**src/rtl/stop_wake_pkg.sv**
```systemverilog
package stop_wake_pkg;

   typedef enum logic [1:0] {
      ST_RUN    = 2'd0,
      ST_HALT   = 2'd1,
      ST_SETTLE = 2'd2
   } pm_state_t;

   typedef enum logic [2:0] {
      ACT_NONE  = 3'd0,
      ACT_IRQ   = 3'd1,
      ACT_XIRQ  = 3'd2,
      ACT_NEXT  = 3'd3,
      ACT_RESET = 3'd4
   } wake_act_t;

endpackage

```
**src/rtl/stop_wake_arb.sv**
```systemverilog
module stop_wake_arb
   import stop_wake_pkg::*;
#(
   parameter bit EDGE_WAKE = 1'b1
) (
   input  logic      irq_n,
   input  logic      xirq_n,
   input  logic      rst_pin_n,
   input  logic      irq_edge_pend,
   input  logic      irq_mask,
   input  logic      xirq_mask,
   output logic      wake,
   output wake_act_t act
);

   logic irq_src;

   generate
      if (EDGE_WAKE) begin : g_edge
         assign irq_src = !irq_n || irq_edge_pend;
      end else begin : g_level
         assign irq_src = !irq_n;
      end
   endgenerate

   always_comb begin
      wake = 1'b1;
      act  = ACT_NONE;
      if (!rst_pin_n) begin
         act = ACT_RESET;
      end else if (!xirq_n) begin
         act = xirq_mask ? ACT_NEXT : ACT_XIRQ;
      end else if (irq_src && !irq_mask) begin
         act = ACT_IRQ;
      end else begin
         wake = 1'b0;
      end
   end

endmodule

```
**src/rtl/stop_settle_timer.sv**
```systemverilog
module stop_settle_timer #(
   parameter int W   = 12,
   parameter int DEF = 4064
) (
   input  logic         clk,
   input  logic         rst_n,
   input  logic         load,
   input  logic [W-1:0] load_val,
   input  logic         en,
   output logic         last
);

   localparam logic [W-1:0] DEF_V = W'(DEF);

   generate
      if (W < 2) begin : g_bad_w
         $error("stop_settle_timer: W must be at least 2");
      end
      if (DEF < 1 || DEF >= (1 << W)) begin : g_bad_def
         $error("stop_settle_timer: DEF must fit in W bits and be nonzero");
      end
   endgenerate

   logic [W-1:0] cnt;

   always_ff @(posedge clk or negedge rst_n) begin
      if (!rst_n) begin
         cnt <= '0;
      end else if (load) begin
         cnt <= (load_val == '0) ? DEF_V : load_val;
      end else if (en && !last) begin
         cnt <= cnt - 1'b1;
      end
   end

   assign last = (cnt <= W'(1));


   no_wrap_chk: assert property (@(posedge clk) disable iff (!rst_n)
      en |-> (cnt != '0));

endmodule

```
**src/rtl/stop_wake_ctrl.sv**
```systemverilog
module stop_wake_ctrl
   import stop_wake_pkg::*;
#(
   parameter int SETTLE_W   = 12,
   parameter int SETTLE_DEF = 4064,
   parameter bit EDGE_WAKE  = 1'b1
) (
   input  logic                clk,
   input  logic                rst_n,
   input  logic                stop_exec,
   input  logic                stop_dis,
   input  logic                irq_mask,
   input  logic                xirq_mask,
   input  logic                irq_n,
   input  logic                xirq_n,
   input  logic                rst_pin_n,
   input  logic                irq_edge_pend,
   input  logic [SETTLE_W-1:0] settle_cnt,
   output logic                osc_en,
   output logic                core_clk_en,
   output logic                stop_active,
   output logic                nop_ack,
   output logic                wake_valid,
   output logic [2:0]          wake_action
);

   pm_state_t state;
   wake_act_t act_pend, act_out;
   logic      nop_q, wv_q;
   logic      arb_wake, tmr_last, tmr_load, tmr_en;
   wake_act_t arb_act;

   stop_wake_arb #(.EDGE_WAKE(EDGE_WAKE)) u_arb (
      .irq_n         (irq_n),
      .xirq_n        (xirq_n),
      .rst_pin_n     (rst_pin_n),
      .irq_edge_pend (irq_edge_pend),
      .irq_mask      (irq_mask),
      .xirq_mask     (xirq_mask),
      .wake          (arb_wake),
      .act           (arb_act)
   );

   assign tmr_load = (state == ST_HALT) && arb_wake;
   assign tmr_en   = (state == ST_SETTLE);

   stop_settle_timer #(.W(SETTLE_W), .DEF(SETTLE_DEF)) u_tmr (
      .clk      (clk),
      .rst_n    (rst_n),
      .load     (tmr_load),
      .load_val (settle_cnt),
      .en       (tmr_en),
      .last     (tmr_last)
   );

   always_ff @(posedge clk or negedge rst_n) begin
      if (!rst_n) begin
         state    <= ST_RUN;
         act_pend <= ACT_NONE;
         act_out  <= ACT_NONE;
         nop_q    <= 1'b0;
         wv_q     <= 1'b0;
      end else begin
         nop_q   <= (state == ST_RUN) && stop_exec && stop_dis;
         wv_q    <= 1'b0;
         act_out <= ACT_NONE;
         case (state)
            ST_RUN: begin
               if (stop_exec && !stop_dis) state <= ST_HALT;
            end
            ST_HALT: begin
               if (arb_wake) begin
                  state    <= ST_SETTLE;
                  act_pend <= arb_act;
               end
            end
            ST_SETTLE: begin
               if (tmr_last) begin
                  state   <= ST_RUN;
                  wv_q    <= 1'b1;
                  act_out <= act_pend;
               end
            end
            default: state <= ST_RUN;
         endcase
      end
   end

   assign osc_en      = (state != ST_HALT);
   assign core_clk_en = (state == ST_RUN);
   assign stop_active = (state != ST_RUN);
   assign nop_ack     = nop_q;
   assign wake_valid  = wv_q;
   assign wake_action = act_out;


   stop_entry_chk: assert property (@(posedge clk) disable iff (!rst_n)
      (state == ST_RUN && stop_exec && !stop_dis) |=>
         (!osc_en && !core_clk_en && stop_active));


   nop_path_chk: assert property (@(posedge clk) disable iff (!rst_n)
      (state == ST_RUN && stop_exec && stop_dis) |=> (nop_ack && core_clk_en));


   masked_irq_chk: assert property (@(posedge clk) disable iff (!rst_n)
      (state == ST_HALT && rst_pin_n && xirq_n && irq_mask) |=> !osc_en);


   xirq_wake_chk: assert property (@(posedge clk) disable iff (!rst_n)
      (state == ST_HALT && !xirq_n) |=> osc_en);


   reset_prio_chk: assert property (@(posedge clk) disable iff (!rst_n)
      (state == ST_HALT && !rst_pin_n) |=> (act_pend == ACT_RESET));


   release_chk: assert property (@(posedge clk) disable iff (!rst_n)
      wake_valid |-> (core_clk_en && $past(stop_active)));


   act_idle_chk: assert property (@(posedge clk) disable iff (!rst_n)
      !wake_valid |-> (wake_action == 3'd0));

endmodule

```
**config.mk**
```make
export PLATFORM = sky130hd
export DESIGN_NAME = stop_wake_ctrl
export DESIGN_NICKNAME = d
export VERILOG_FILES = /design/src/rtl/stop_wake_pkg.sv /design/src/rtl/stop_wake_arb.sv /design/src/rtl/stop_settle_timer.sv /design/src/rtl/stop_wake_ctrl.sv
export SDC_FILE = /design/constraint.sdc
export NUM_CORES = 1
export LEC_CHECK = 0
export ABC_AREA = 1
export CORE_MARGIN = 3
export CORE_UTILIZATION = 45
export CTS_BUF_LIST = sky130_fd_sc_hd__clkbuf_8 sky130_fd_sc_hd__clkbuf_16
export DETAILED_ROUTE_END_ITERATION = 16
export HOLD_SLACK_MARGIN = 0.08
export PLACE_DENSITY = 0.75
export SLEW_MARGIN = 20
export SYNTH_ARGS = -nofsm -noshare
export SYNTH_HDL_FRONTEND = slang
export SYNTH_SLANG_ARGS = --single-unit
```
**constraint.sdc**
```tcl
create_clock -name clk -period 1.75 [get_ports clk]
set_clock_uncertainty 0.2 [all_clocks]
set_input_delay 0.2625 -clock clk [delete_from_list [all_inputs] [get_ports clk]]
set_output_delay 0.2625 -clock clk [all_outputs]
set_load 0.1 [all_outputs]
```
* After elaboration in Yosys (flattened, before gate mapping) *
Index checks and enable logic that the tools add are counted.

cells by class
  $add $sub $neg = 1
  $mul = 0
  divide/modulo/power cells = 0
  order comparisons = 1
  eq/ne operators = 6
  shifts and indexed selects = 0
  muxes and demuxes = 18
  bitwise gates (word level) = 0
  reductions and logical operators = 17

operator list
  cell                                                             number
  2-to-1 mux 12 bit                                                3
  less-or-equal comparator 12 x 1 -> 1 bit, second input constant  1
  logical NOT 12 bit                                               1
  2-to-1 mux 3 bit                                                 4
  subtractor 12 x 1 -> 12 bit, second input constant               1
  2-to-1 mux 1 bit                                                 7
  logical AND 1 bit                                                6
  2-to-1 mux 2 bit                                                 3
  case mux 2 bit (3 select lines)                                  1
  logical NOT 1 bit                                                4
  inequality test 2 x 1 -> 1 bit, second input constant            2
  inequality test 2 bit, second input constant                     2
  nonzero test 2 bit                                               2
  AND reduction 3 bit                                              1
  == test 2 x 1 -> 1 bit, second input constant                    1
  == test 2 bit, second input constant                             1
  logical NOT 2 bit                                                1
  AND reduction 2 bit                                              1
  logical OR 1 bit                                                 1

word-level totals
  register bits after elaboration = 22
  bits in latches = 0
  bits in writable memories = 0
  bits in read-only memories = 0
  input bits = 22
  logic and storage cells = 49
  memories kept = 0

* Depth between registers and ports, before layout *
  depth in word-level cells = 8
  mapped depth = 12
  depth with buffers taken out = 11

* Modules after synthesis *
From an unflattened synthesis, not the netlist that was laid out.

unflattened totals
  cells, all modules = 205
  area, all modules = 1458.9 um^2

by module, submodules not included
  module             times used  cells each  area an instance (um^2)  seq. area each (um^2)
  stop_settle_timer  1           151         1003.5                   300.3
  stop_wake_ctrl     1           45          417.9                    250.2
  stop_wake_arb      1           9           37.5                     0.0

* Worst setup path after synthesis *
No wires, ideal clock.

  path kind = reg2reg
  start point = register state[0]
  end point = register state[0]
  setup time = 130 ps
  arrival = 3009 ps
  data required time = 1420 ps
  setup slack = -1589 ps
  cell stages (with the launch flop) = 5
  path buffers = 0
  period minus slack after synthesis = 3339 ps
  cells stage by stage = dfrtp_1 nor2_1 inv_1 a21oi_1 a211oi_1

between the ends
  word-level cells in the longest chain between the ends = 3
  elaborated cells on any way between the ends = 8

RTL lines
  element                                          line                  text
  start: declaration                               stop_wake_ctrl.sv:27  pm_state_t state;
  start signal: assignment                         stop_wake_ctrl.sv:58  state <= ST_RUN;
  start signal: assignment                         stop_wake_ctrl.sv:69  if (stop_exec && !stop_dis) state <= ST_HALT;
  start signal: assignment                         stop_wake_ctrl.sv:73  state <= ST_SETTLE;
  logical NOT 2 bit *                              -
  via core_clk_en                                  stop_wake_ctrl.sv:20  output logic core_clk_en,
  inequality test 2 x 1 -> 1 bit (no source line)  -
  AND reduction 3 bit (no source line)             -

The timed path passes the listed nets; every way through them passes the cells marked *.
A chain may end at the register's enable or synchronous reset.

* Worst setup path after layout *
  start point = register u_tmr.cnt[1]
  end point = register u_tmr.cnt[9]

between the ends
  word-level cells in the longest chain between the ends = 4
  elaborated cells on any way between the ends = 7

RTL lines
  element                                   line                     text
  start: declaration                        stop_settle_timer.sv:24  logic [W-1:0] cnt;
  start signal: assignment                  stop_settle_timer.sv:30  cnt <= (load_val == '0) ? DEF_V : load_val;
  start signal: assignment                  stop_settle_timer.sv:32  cnt <= cnt - 1'b1;
  less-or-equal comparator 12 x 1 -> 1 bit  stop_settle_timer.sv:36  assign last = (cnt <= W'(1));
  logical NOT 1 bit                         stop_settle_timer.sv:31  end else if (en && !last) begin
  logical AND 1 bit                         stop_settle_timer.sv:31
  nonzero test 2 bit (no source line)       -

Parallel ways exist; a longest one is shown, timed or not. The select of a mux whose other input is x is not followed.

==> metrics.md <==
| Metric | Value |
|---|---|
| Via density per instance | 5.28 |
| Hpwl dp | 2.41 mm |
| Fin area | 0.00208 mm2 |
| Total instance count after detailed placement | 265 |
| RePlAce Congestion | 0.889 |
| Final setup viols | 7 |
| Worst hold path class | primary input to asynchronous set/reset pin |
| Initial Utilization | 48.7% |
| # IOs | 30 |
| Worst-skew pair later-pin latency | 0.27 ns |
| Status | finished, violations left |
| Worst setup margin | -0.0251 ns |
| CTS tree | built |
| Avg Cell Area, Syn | 7.17 um2 |
| Core box area | 0.00283 mm2 |
| Power, Total | 3.69 mW |
| Sequential fraction of the synthesis area | 40.0% |
| Share of post-route cells with drive strength above 1 | 28.0% |
| Routed WL | 3.59 mm |
| Critical path fanouts, max | 5 |
| Element type at the critical path end | flip-flop |
| Synth-to-layout area growth | 51.1% |
| Largest net degree at the start of global routing | 23 |
| Post-Syn Area | 0.00138 mm2 |
| Die span in x | 61.3 um |
| Syn_nets | 216 |
| # DRC | 0 |
| P per Cell Area | 1770 mW/mm2 |
| Wire length per cell | 13.0 um |
| Worst-case clock buffer depth | 2 |
| Rel. slew slack | 78.6% |
| Cell Rows | 19 |
| Netlist cell types | 25 |
| Commonest non-fill, non-tap cell in the layout | nand2_1 |
| Fin util | 73.6% |
| Max Cap Violations | 0 |
| CTS clk-pin slew, worst paths | 0.08 ns |
| CTS Buf Count | 3 |
| Fin crit period | 1.78 ns |
| Die area | 0.00376 mm2 |
| RSZ-0062 raised after global routing | true |
| Hold buffers post-CTS | 0 |
| Antenna viol nets, final | 0 |
| Max Clk Rate | 563 MHz |
| Vias in the first global route | 1407 |
| Worst reg2reg path depth | 11 |
| PortBufs | 29 |
| Crit share post-route | 101% |
| Reg-to-Reg End | u_tmr.cnt[9]$_DFFE_PN0P_ |
| Global-route wire length before repair | 5.61 mm |
| Leakage | 1.00 nW |
| Die H | 61.3 um |
| Pre-antenna DRT Iters | 4 |
| Area after DPL | 0.00189 mm2 |
| Total grt overflow | 0 |
| WP data arrival | 1.77 ns |
| Fillers | 214 |
| YS warnings | 0 |
| GR Util All Layers | 20.1% |
| Critical Path RT | 1.74 ns |
| Worst r2r src | u_tmr.cnt[1]$_DFFE_PN0P_ |
| CTS root buf | clkbuf_8 |
| Most frequent cells in the layout | nand2_1 (38), nor2_1 (31), inv_1 (24) |
| FF-to-FF setup slack | -0.03 ns |
| Non-filler cells in the finished layout | 277 |
| Clk sinks | 22 |
| Antenna diode count | 0 |
| Gate Count Post-Synth | 192 |
| Final Max Tran Viols | 0 |
| Routed vias | 1463 |
| Number of synthesized register bits | 22 |
| Crit path kind | flip-flop to flip-flop |
| Htree depth | 1 |
| Nets | 271 |
| Antenna violations before repair | 0 |
| Worst vdd ir | 0.720 mV |
| Final Hold Fails | 0 |
| Failing checks | negative setup slack |
| Worst Max-Slew Pin Slew | 0.319 ns |
| Crit path launch type | flip-flop |
| 1st-iter DRT viols | 90 |
[how the worst max path moves through the flow]
stage	from	end	slack [ns]	cells after the start
final	u_tmr.cnt[1]$_DFFE_PN0P_	u_tmr.cnt[9]$_DFFE_PN0P_	-0.03	11
after global routing	u_tmr.cnt[1]$_DFFE_PN0P_	u_tmr.cnt[9]$_DFFE_PN0P_	-0.14	11
after CTS	u_tmr.cnt[0]$_DFFE_PN0P_	u_tmr.cnt[6]$_DFFE_PN0P_	-0.004	11
after detailed placement	irq_edge_pend	u_tmr.cnt[10]$_DFFE_PN0P_	-0.11	11
after global placement	irq_edge_pend	u_tmr.cnt[10]$_DFFE_PN0P_	-0.1	11
after floorplan	state[0]$_DFFE_PN0P_	state[0]$_DFFE_PN0P_	-0.42	4
[kinds of logic (layout without fill, tap and decap cells)]
logic type               after synthesis  after routing  share of synthesized area [%]
AO/OA/AOI/OAI                         21             21                           9.72
flip-flops                            22             22                           40.0
XOR/XNOR                               3              3                           1.91
buffers and inverters                 32             85                           10.4
AND/OR/NAND/NOR                      112            113                           36.1
adder cells (fa/ha/maj)                2              2                           1.82
[cells in the mapped netlist]
library cell | count | share of area, %
buf_6 | 3 | 2.5
nand4_1 | 1 | 0.45
nand2_4 | 2 | 1.6
inv_1 | 27 | 7.4
o22ai_1 | 3 | 1.4
o21ai_0 | 8 | 2.9
o211ai_1 | 3 | 1.6
inv_2 | 1 | 0.27
nor2_1 | 36 | 9.8
o21ai_2 | 3 | 1.9
xor2_1 | 1 | 0.64
xnor2_1 | 2 | 1.3
nand3_1 | 23 | 8.4
a21oi_1 | 1 | 0.36
nor2_4 | 1 | 0.82
a21oi_2 | 1 | 0.64
ha_1 | 2 | 1.8
nand3_2 | 1 | 0.73
a211oi_1 | 1 | 0.55
nand2_2 | 4 | 1.8
nor2_2 | 3 | 1.4
nand2_1 | 41 | 11
dfrtp_1 | 22 | 40
buf_2 | 1 | 0.36
o21ai_1 | 1 | 0.36
[state kept, by name, indices dropped and copies added (netlist names)]
name,cells
wake_action,3
nop_ack,1
act_pend,3
state,2
u_tmr.cnt,12
wake_valid,1
[critical path, stage by stage (launching register included)]
cell	delay [ns]
dfrtp_1	0.40
inv_2	0.12
ha_4	0.15
inv_2	0.03
nand2_2	0.06
nand2_2	0.06
nor2_4	0.13
nand2_2	0.09
nand2_4	0.13
buf_6	0.14
nand2_2	0.05
a21oi_2	0.13
[routing by layer]
| metal | share of wire [%] | global-route usage [%] | vias to the layer above |
|---|---|---|---|
| met1 | 37 | 21.8 | 647 |
| met3 | 9.5 | 3.14 | 16 |
| met4 | 2.9 | 8.79 | 0 |
| li1 | - | - | 714 |
| met5 | 0 | 0 | - |
| met2 | 51 | 38.2 | 86 |
[layout make-up]
type | instances | area, um2 | area share (%)
Multi-Input combinational cell | 139 | 767 | 36.8
Timing Repair Buffer | 53 | 562 | 27.0
Sequential cell | 22 | 552 | 26.5
Inverter | 28 | 108 | 5.17
Clock buffer | 4 | 55.1 | 2.64
Tap cell | 31 | 38.8 | 1.86
[metrics by stage]
stage / setup slack, ns / setup TNS, ns / hold slack [ns]
after floorplan: -0.418 / -0.931 / -0.233
after detailed placement: -0.109 / -1.04 / 0.286
after global routing: -0.137 / -1.62 / 0.164
after CTS: -0.00371 / -0.00417 / 0.152
final: -0.0251 / -0.0782 / 0.132
after global placement: -0.0998 / -0.674 / 0.282
[timing repair]
item	4_1_cts	5_1_grt
cloned	1	1
setup endpoints to repair	6	18
setup buffers	2	4
gates resized for setup	7	17
pin swaps	0	8
[where the power goes]
part | internal, mW | switching (mW) | total, mW
registers | 0.702 | 0.196 | 0.898
clock network | 0.201 | 0.168 | 0.369
logic | 0.991 | 1.44 | 2.43
Note: power is estimated with default switching activity, not from simulation.
